## src/rtl/pia_pkg.sv

```systemverilog
package pia_pkg;
  localparam int CTL_W = 6;
  localparam int HS_LINES = 2;

  typedef struct packed {
    logic c2_is_out;   // bit 5
    logic c2_b4;       // bit 4: edge (input) / level mode (output)
    logic c2_b3;       // bit 3: enable (input) / level or restore (output)
    logic out_sel;     // bit 2: data address reaches output register
    logic c1_rise;     // bit 1: line-1 active edge
    logic c1_en;       // bit 0: line-1 interrupt enable
  } ctl_t;
endpackage

```

## src/rtl/pia_sync_edge.sv

```systemverilog
module pia_sync_edge #(
  parameter int STAGES = 2
) (
  input  logic clk,
  input  logic rst_n,
  input  logic din,
  input  logic rise_sel,
  output logic hit
);
  logic [STAGES-1:0] sh;
  logic              prev;
  logic              lvl;

  assign lvl = sh[STAGES-1];

  always_ff @(posedge clk) begin
    if (!rst_n) begin
      sh   <= '0;
      prev <= 1'b0;
    end else begin
      sh   <= {sh[STAGES-2:0], din};
      prev <= lvl;
    end
  end

  assign hit = (lvl ^ prev) & (lvl == rise_sel);
endmodule

```

## src/rtl/pia_data_regs.sv

```systemverilog
module pia_data_regs #(
  parameter int DW = 8
) (
  input  logic          clk,
  input  logic          rst_n,
  input  logic          wr_dir,
  input  logic          wr_out,
  input  logic [DW-1:0] wdata,
  input  logic [DW-1:0] pin_in,
  output logic [DW-1:0] dir_q,
  output logic [DW-1:0] out_q,
  output logic [DW-1:0] pin_view
);
  always_ff @(posedge clk) begin
    if (!rst_n) begin
      dir_q <= '0;
      out_q <= '0;
    end else begin
      if (wr_dir) dir_q <= wdata;
      if (wr_out) out_q <= wdata;
    end
  end

  for (genvar i = 0; i < DW; i++) begin : g_mix
    assign pin_view[i] = dir_q[i] ? out_q[i] : pin_in[i];
  end
endmodule

```

## src/rtl/pia_c2_drive.sv

```systemverilog
module pia_c2_drive (
  input  logic       clk,
  input  logic       rst_n,
  input  logic       ctl_wr,
  input  logic [2:0] new_mode,
  input  logic [2:0] cur_mode,
  input  logic       strobe_go,
  input  logic       c1_hit,
  output logic       c2_out,
  output logic       c2_oe
);
  logic lvl_q;

  always_ff @(posedge clk) begin
    if (!rst_n) begin
      lvl_q <= 1'b1;
    end else if (ctl_wr) begin
      lvl_q <= (new_mode[2] & new_mode[1]) ? new_mode[0] : 1'b1;
    end else if (cur_mode[2] & ~cur_mode[1]) begin
      if (strobe_go)        lvl_q <= 1'b0;
      else if (cur_mode[0]) lvl_q <= 1'b1;
      else if (c1_hit)      lvl_q <= 1'b1;
    end
  end

  assign c2_out = lvl_q;
  assign c2_oe  = cur_mode[2];
endmodule

```

## src/rtl/pia_port.sv

```systemverilog
module pia_port
  import pia_pkg::*;
#(
  parameter int DW              = 8,
  parameter int SYNC_STAGES     = 2,
  parameter bit STROBE_ON_WRITE = 1'b0
) (
  input  logic          clk,
  input  logic          rst_n,
  input  logic          reg_sel,
  input  logic          rd_en,
  input  logic          wr_en,
  input  logic [DW-1:0] wr_data,
  output logic [DW-1:0] rd_data,
  input  logic [DW-1:0] pin_in,
  output logic [DW-1:0] pin_out,
  output logic [DW-1:0] pin_oe,
  input  logic          c1_in,
  input  logic          c2_in,
  output logic          c2_out,
  output logic          c2_oe,
  output logic          irq
);
  ctl_t          ctl_q;
  logic          flag_c1, flag_c2;
  logic [HS_LINES-1:0] hs_in, hs_rise, hit;
  logic          ctl_wr, data_wr, data_rd, clr_rd, strobe_go;
  logic [DW-1:0] dir_q, out_q, pin_view;

  assign ctl_wr  = wr_en & reg_sel;
  assign data_wr = wr_en & ~reg_sel;
  assign data_rd = rd_en & ~reg_sel;
  assign clr_rd  = data_rd & ctl_q.out_sel;

  assign hs_in   = {c2_in, c1_in};
  assign hs_rise = {ctl_q.c2_b4, ctl_q.c1_rise};

  for (genvar l = 0; l < HS_LINES; l++) begin : g_line
    pia_sync_edge #(.STAGES(SYNC_STAGES)) u_sync (
      .clk(clk), .rst_n(rst_n), .din(hs_in[l]),
      .rise_sel(hs_rise[l]), .hit(hit[l])
    );
  end

  if (STROBE_ON_WRITE) begin : g_strobe_wr
    assign strobe_go = data_wr & ctl_q.out_sel;
  end else begin : g_strobe_rd
    assign strobe_go = clr_rd;
  end

  always_ff @(posedge clk) begin
    if (!rst_n) begin
      ctl_q   <= '0;
      flag_c1 <= 1'b0;
      flag_c2 <= 1'b0;
    end else begin
      if (ctl_wr) ctl_q <= ctl_t'(wr_data[CTL_W-1:0]);
      if (hit[0])      flag_c1 <= 1'b1;
      else if (clr_rd) flag_c1 <= 1'b0;
      if (ctl_q.c2_is_out)  flag_c2 <= 1'b0;
      else if (hit[1])      flag_c2 <= 1'b1;
      else if (clr_rd)      flag_c2 <= 1'b0;
    end
  end

  pia_data_regs #(.DW(DW)) u_regs (
    .clk(clk), .rst_n(rst_n),
    .wr_dir(data_wr & ~ctl_q.out_sel),
    .wr_out(data_wr &  ctl_q.out_sel),
    .wdata(wr_data), .pin_in(pin_in),
    .dir_q(dir_q), .out_q(out_q), .pin_view(pin_view)
  );

  pia_c2_drive u_c2 (
    .clk(clk), .rst_n(rst_n), .ctl_wr(ctl_wr),
    .new_mode(wr_data[5:3]),
    .cur_mode({ctl_q.c2_is_out, ctl_q.c2_b4, ctl_q.c2_b3}),
    .strobe_go(strobe_go), .c1_hit(hit[0]),
    .c2_out(c2_out), .c2_oe(c2_oe)
  );

  always_comb begin
    if (reg_sel)            rd_data = DW'({flag_c1, flag_c2, ctl_q});
    else if (ctl_q.out_sel) rd_data = pin_view;
    else                    rd_data = dir_q;
  end

  assign pin_out = out_q;
  assign pin_oe  = dir_q;
  assign irq = (flag_c1 & ctl_q.c1_en) | (flag_c2 & ctl_q.c2_b3);
endmodule

```

## config.mk

```make
export PLATFORM = sky130hd
export DESIGN_NAME = pia_port
export DESIGN_NICKNAME = d
export VERILOG_FILES = /design/src/rtl/pia_pkg.sv /design/src/rtl/pia_sync_edge.sv /design/src/rtl/pia_data_regs.sv /design/src/rtl/pia_c2_drive.sv /design/src/rtl/pia_port.sv
export SDC_FILE = /design/constraint.sdc
export NUM_CORES = 1
export LEC_CHECK = 0
export ABC_AREA = 1
export ABC_CLOCK_PERIOD_IN_PS = 1000
export CAP_MARGIN = 20
export CORE_UTILIZATION = 40
export CTS_CLUSTER_SIZE = 20
export DETAILED_ROUTE_END_ITERATION = 7
export DONT_BUFFER_PORTS = 1
export PLACE_DENSITY = 0.68
export SLEW_MARGIN = 10
export SYNTH_ARGS = -nofsm -noshare
export SYNTH_HDL_FRONTEND = slang
export SYNTH_SLANG_ARGS = --single-unit
export TNS_END_PERCENT = 5
```

## constraint.sdc

```tcl
create_clock -name clk -period 1 [get_ports clk]
set_input_delay 0.2 -clock clk [delete_from_list [all_inputs] [get_ports clk]]
set_output_delay 0.2 -clock clk [all_outputs]
set_load 0.01 [all_outputs]
```

==> flow_summary.ini, run 1 <==
[worst_setup_path]
crit_path_max_fanout = 6
worst_setup_ep_type = primary output
required_ns = 0.80
critical_path_class = reg2out
timing.critical_path.arrival_ns = 1.18
worst_r2r_startpoint = ctl_q[2]
setup.worst_path.start_class = flip-flop
worstSetupStartpoint = ctl_q[2]

[timing]
max-slew-margin-rel = 0.442
setup_viol = 29
timing.final.crit_share = 1.38
achievable-frequency_mhz = 724
hold_violations = 0
grt_setup_unrepaired = true
finalClockSkew_ns = 0.0148
final_max_slew_viol_count = 0
worst_slew_pin_slew_ns = 0.838
setup-tns-final_ns = -4.16
min_period_ns = 1.38
layout_setup_ws_ns = -0.381

[placement]
port_buffers = 0
placed_cells_incl_taps = 248
placement.setup.worst_slack_ns = -0.137
gp_congestion = 0.819
placed_area_um2 = 1620
place.detailed.hpwl_um = 2310

[clock_network]
clock_buffer_count_from_cts = 5
path_clk_slew_ns = 0.09
cts.root.buffer_cell = clkbuf_4
clk-insertion-delay-late_ns = 0.34
post_cts_buffers = 0
tritoncts_num_sinks = 31
cts_tree = built
h-tree-depth = 2
ctsLongestPathBuffers = 2

[min_path]
hp-class = in2reg
hold_path_startpoint = rst_n

[final_layout]
num-nets-final = 242
nFillCells = 326
layout.core_utilization = 0.597
synthToLayoutAreaGrowth_pct = 40.7
antenna-diode-count = 0
final-seq-area_um2 = 653
layoutNonFillerInstCount = 266
post_route_cells_drive_above_1_share = 0.386
area_of_the_multi_input_gates_um2 = 739
layout.cell_area.non_filler_um2 = 2010

[global_route]
first_global_vias = 1281
number_of_antenna_violations_at_the_first_check_in_global_routing = 0
first_pass_grt_wire_length_um = 5680
grt_overflow_total = 0
grt_usage = 0.212
grt_max_degree = 23

[synthesis]
share_of_the_yosys_chip_area_belonging_to_registers = 0.435
synth.cell_area_um2 = 1430
instance_count_of_the_mapped_netlist = 186
synthesis.area_per_instance_um2 = 7.67
mappedNetlistNets = 209
synthDistinctLibCells = 24
yosysWarnings = 0
synth-seq-cells = 31

[drt]
drcViolationCount = 0
totalWireLength_um = 3590
vias = 1345
route.antenna.remaining_nets = 0
wl_per_cell_um = 13.5
vias_per_cell = 5.06
first_iter_violations = 44
drt_pass1_iterations = 4

[floorplan]
core_um2 = 3360
fp.dieW_um = 61.7
die_area_um2 = 3810
std_cell_rows = 21
effective_utilization_at_floorplan = 0.424
io-pin-count = 50
fp.dieH_um = 61.7

[power_and_ir_drop]
ir_drop_uv = 734
cellPowerDensity_nw_per_um2 = 1370
p_leak_nw = 0.793

[run]
cap_violations = 0

[run_status]
violations = setup timing
outcome = finished, violations left
## per-layer routing
metal | part of all wire | GRT usage | vias to the layer above
met5 | 0 | 0 | -
met4 | 0.015 | 0.0794 | 0
met3 | 0.081 | 0.0870 | 6
met2 | 0.49 | 0.364 | 46
met1 | 0.42 | 0.236 | 609
li1 | - | - | 684
## critical path, stage by stage (launching register included)
cell,delay [ns]
dfxtp_4,0.39
buf_6,0.14
nand3_1,0.09
a31oi_2,0.23
## power breakdown
group	internal, W	leakage, nW	switching, W	total (W)
logic	0.000245	0.491	0.000274	0.000519
clock network	0.000411	0.0375	0.000442	0.000852
registers	0.00131	0.264	0.0000616	0.00137
## flip-flops by register name, summed over array words and instances (netlist names)
signal,count
u_c2.c2_out,1
g_line.u_sync.prev,2
ctl_q,6
u_regs.out_q,8
u_regs.dir_q,8
g_line.u_sync.sh,4
flag_c1,1
flag_c2,1
## cells in the final DEF, fill, tap and decap left out, types with 2 or more instances in the layout
cell type and instances:
a21oi_1 19, a21oi_2 4, a31oi_2 3, a31oi_4 4
buf_4 6, buf_6 19, clkbuf_4 5, clkbuf_8 2
dfxtp_1 9, dfxtp_2 20, dfxtp_4 2, dlygate4sd3_1 9
inv_1 28, nand2_1 20, nand2_2 2, nand3_1 7
nand3_2 3, nand3_4 2, nor2_1 13, o21ai_0 5
o21ai_1 22, o21ai_2 6
## per-stage QoR
step	hold slack [ns]	power, W
global route	0.00104	0.00289
global placement	0.291	0.00176
CTS	0.00671	0.00271
floorplan	0.298	0.00167
detailed placement	0.293	0.00177
finish	0.00368	0.00274
## final cells by class
class                   count  area share
clock buffers               7      0.0324
well taps                  46      0.0287
multi-input cells         115       0.368
repair buffers             35       0.180
clock inverters             1     0.00374
flip-flops and latches     31       0.325
inverters                  31      0.0611
## cell families after synthesis
kind of cell           share of synthesized area
AOI/OAI and AO/OA                          0.257
and+or+nand+nor                            0.169
buffers and inverters                      0.139
DFF                                        0.435
## worst paths after layout
check | endpoint | cells past startpoint | slack, ns
setup / recovery | rd_data[4] | 3 | -0.38
hold / removal | u_regs.out_q[3] | 2 | 0.004
setup reg to reg | u_c2.c2_out | 6 | -0.09
hold reg to reg | g_line[1].u_sync.sh[1] | 2 | 0.42
## cell usage after synthesis, drive strengths merged
| master | number | share of area |
|---|---|---|
| buf | 8 | 0.053 |
| nor3 | 1 | 0.0035 |
| nand3 | 12 | 0.060 |
| nand3b | 1 | 0.0053 |
| o21ai | 33 | 0.13 |
| clkbuf | 1 | 0.0026 |
| inv | 30 | 0.079 |
| dfxtp | 31 | 0.44 |
| a21oi | 23 | 0.091 |
| clkinv | 1 | 0.0035 |
| o32ai | 1 | 0.0061 |
| nand2 | 23 | 0.064 |
| nor2 | 14 | 0.037 |
| a31oi | 7 | 0.031 |
## what timing repair did
item                                   4_1_cts  5_1_grt
resized for setup                           50       29
setup endpoints to repair                   43       52
endpoints found under the hold margin       30        0
hold buffers                                10        0
pin swaps                                    2        4
Power figures use the tool's default switching activity.
==> run 2, diff against run 1 <==
ABC_CLOCK_PERIOD_IN_PS = 1300   (was 1000)
PLACE_DENSITY = 0.66   (was 0.68)
clock period = 1.3 ns   (was 1 ns; I/O delays follow)
==> run 2 against run 1 <==
  * The flow still finishes with violations (setup timing)
  * Flip-flop and latch count unchanged
  * Final cell count fell by 8.6%
  * Power down 22%
  * Via count is 7.3% lower
  * Non-clock buffer count down 24
  * Combinational power decreased by 46%
  * Global-route usage fell by 2.1 points
  * Clock power is 6.2% lower
  * Largest cell class unchanged
  * Highest routed layer unchanged
==> flow_summary.ini, run 2 (same netlist as run 1, synthesis figures left out) <==
[worst_setup_path]
timing.critical_path.arrival_ns = 1.24
ff2ff_setup_slack_ns = -0.02
worstRegToRegCells = 6
worstPathBufferInverterCount = 2
critical_path_class = reg2out
path_cells = clkinvlp_4, o32ai_1, buf_4
setup.worst_path.start_class = flip-flop
required_ns = 1.04
worst_setup_ep_type = primary output
worst_path_slowest_cell = dfxtp_4
worst_r2r_startpoint = ctl_q[2]
crit_path_max_fanout = 5
worst_path_largest_cell_delay_ns = 0.40
rr_endpoint = u_regs.dir_q[0]
timing.critical_path.max_delay_family = flip-flops

[drt]
vias_per_cell = 5.13
drcViolationCount = 0
vias = 1247
route.antenna.remaining_nets = 0
totalWireLength_um = 3300
wl_per_cell_um = 13.6
first_iter_violations = 32
drt_pass1_iterations = 4

[global_route]
first_pass_grt_wire_length_um = 5160
number_of_antenna_violations_at_the_first_check_in_global_routing = 0
grt_max_degree = 31
first_global_vias = 1115
grt_usage = 0.191
grt_overflow_total = 0

[final_layout]
layout.core_utilization = 0.501
nFillCells = 344
synthToLayoutAreaGrowth_pct = 18.2
layout_common_cells = dfxtp_1 (30), inv_1 (28), nand2_1 (21)
biggest_registers_after_layout = u_regs.dir_q: 8 flops, u_regs.out_q: 8 flops, ctl_q: 6 flops
layout.cells.most_common = dfxtp_1
layoutNonFillerInstCount = 243
final-seq-area_um2 = 624
post_route_cells_drive_above_1_share = 0.218
antenna-diode-count = 0
num-nets-final = 219
area_of_the_multi_input_gates_um2 = 692

[clock_network]
tritoncts_num_sinks = 31
cts.root.buffer_cell = clkbuf_4
clock_buffer_count_from_cts = 5
cts_tree = built
h-tree-depth = 2
path_clk_slew_ns = 0.10
clk-insertion-delay-late_ns = 0.34
ctsLongestPathBuffers = 2

[floorplan]
fp.dieW_um = 61.7
core_um2 = 3360
effective_utilization_at_floorplan = 0.424
io-pin-count = 50
std_cell_rows = 21
die_area_um2 = 3810
fp.dieH_um = 61.7

[placement]
placed_cells_incl_taps = 227
port_buffers = 0
gp_congestion = 0.792
place.detailed.hpwl_um = 2170

[min_path]
hold_path_startpoint = rst_n
min_delay_path_depth = 2
hold-path-endpoint = g_line[1].u_sync.prev
hp-class = in2reg

[timing]
grt_setup_unrepaired = true
worst_slew_pin_slew_ns = 0.478
finalClockSkew_ns = 0.00850
min_period_ns = 1.50
setup-tns-final_ns = -1.44
layout_setup_ws_ns = -0.200
timing.final.crit_share = 1.15
max-slew-margin-rel = 0.681
hold_violations = 0
achievable-frequency_mhz = 667
final_max_slew_viol_count = 0
setup_viol = 13

[run_status]
outcome = finished, violations left
violations = setup timing

[power_and_ir_drop]
p_leak_nw = 0.641
ir_drop_uv = 686
cellPowerDensity_nw_per_um2 = 1270

[run]
cap_violations = 0
[run 2: changes by cell type in the layout (fill, tap and decap cells not counted), sizes merged]
cell          before  now
buf               25    6
clkinv             1    2
bufinv             0    1
clkbuf             7    6
dlygate4sd3        9    5
dlymetal6s4s       1    0
[run 2: through the flow]
stage | total power [W] | cell area, um^2 | hold WS [ns] | setup slack (ns)
6_report | 0.00214 | 1690 | 0.0237 | -0.200
5_1_grt | 0.00226 | 1690 | 0.00366 | -0.272
2_1_floorplan | 0.00127 | 1430 | 0.358 | 0.0255
4_1_cts | 0.00214 | 1630 | 0.00675 | -0.187
3_3_place_gp | 0.00130 | 1430 | 0.349 | 0.116
3_5_place_dp | 0.00130 | 1430 | 0.353 | 0.0901
[run 2: worst max-delay path by stage]
| stage | from | to | slack, ns | cells after the start |
|---|---|---|---|---|
| 3_3_place_gp | ctl_q[2] | rd_data[2] | 0.12 | 4 |
| 3_5_place_dp | ctl_q[2] | rd_data[2] | 0.09 | 4 |
| 2_1_floorplan | ctl_q[2] | rd_data[2] | 0.03 | 5 |
| 5_1_grt | ctl_q[2] | rd_data[2] | -0.27 | 3 |
| 4_1_cts | ctl_q[2] | rd_data[2] | -0.19 | 4 |
| 6_report | ctl_q[2] | rd_data[2] | -0.20 | 3 |
[run 2: layer usage]
metal,track usage,vias to the layer above,wire (um)
met3,0.0828,5,286
li1,-,639,-
met4,0.0825,0,53
met2,0.296,45,1510
met5,0,-,0
met1,0.231,558,1450
[run 2: where the power goes]
part	switching (W)	internal, W	leakage (nW)
registers	0.0000593	0.00100	0.255
logic	0.000164	0.000116	0.338
clock network	0.000344	0.000454	0.0482
total	0.000568	0.00157	0.641
[run 2: repair_timing]
| action | CTS | global route |
|---|---|---|
| hold buffers | 1 | 4 |
| cloned | 1 | 0 |
| hold endpoints to repair | 1 | 2 |
| setup endpoints to repair | 8 | 17 |
| pin swaps | 5 | 1 |
| gates resized for setup | 23 | 4 |
| buffers inserted | 2 | 0 |
[run 2: layout make-up]
type / instances / share of cell area
multi-input cells: 115 / 0.410
flip-flops and latches: 31 / 0.370
inverters: 31 / 0.0712
repair buffers: 11 / 0.0586
well taps: 46 / 0.0341
clock buffers: 6 / 0.0304
clock inverters: 2 / 0.0208
repair inverters: 1 / 0.00445
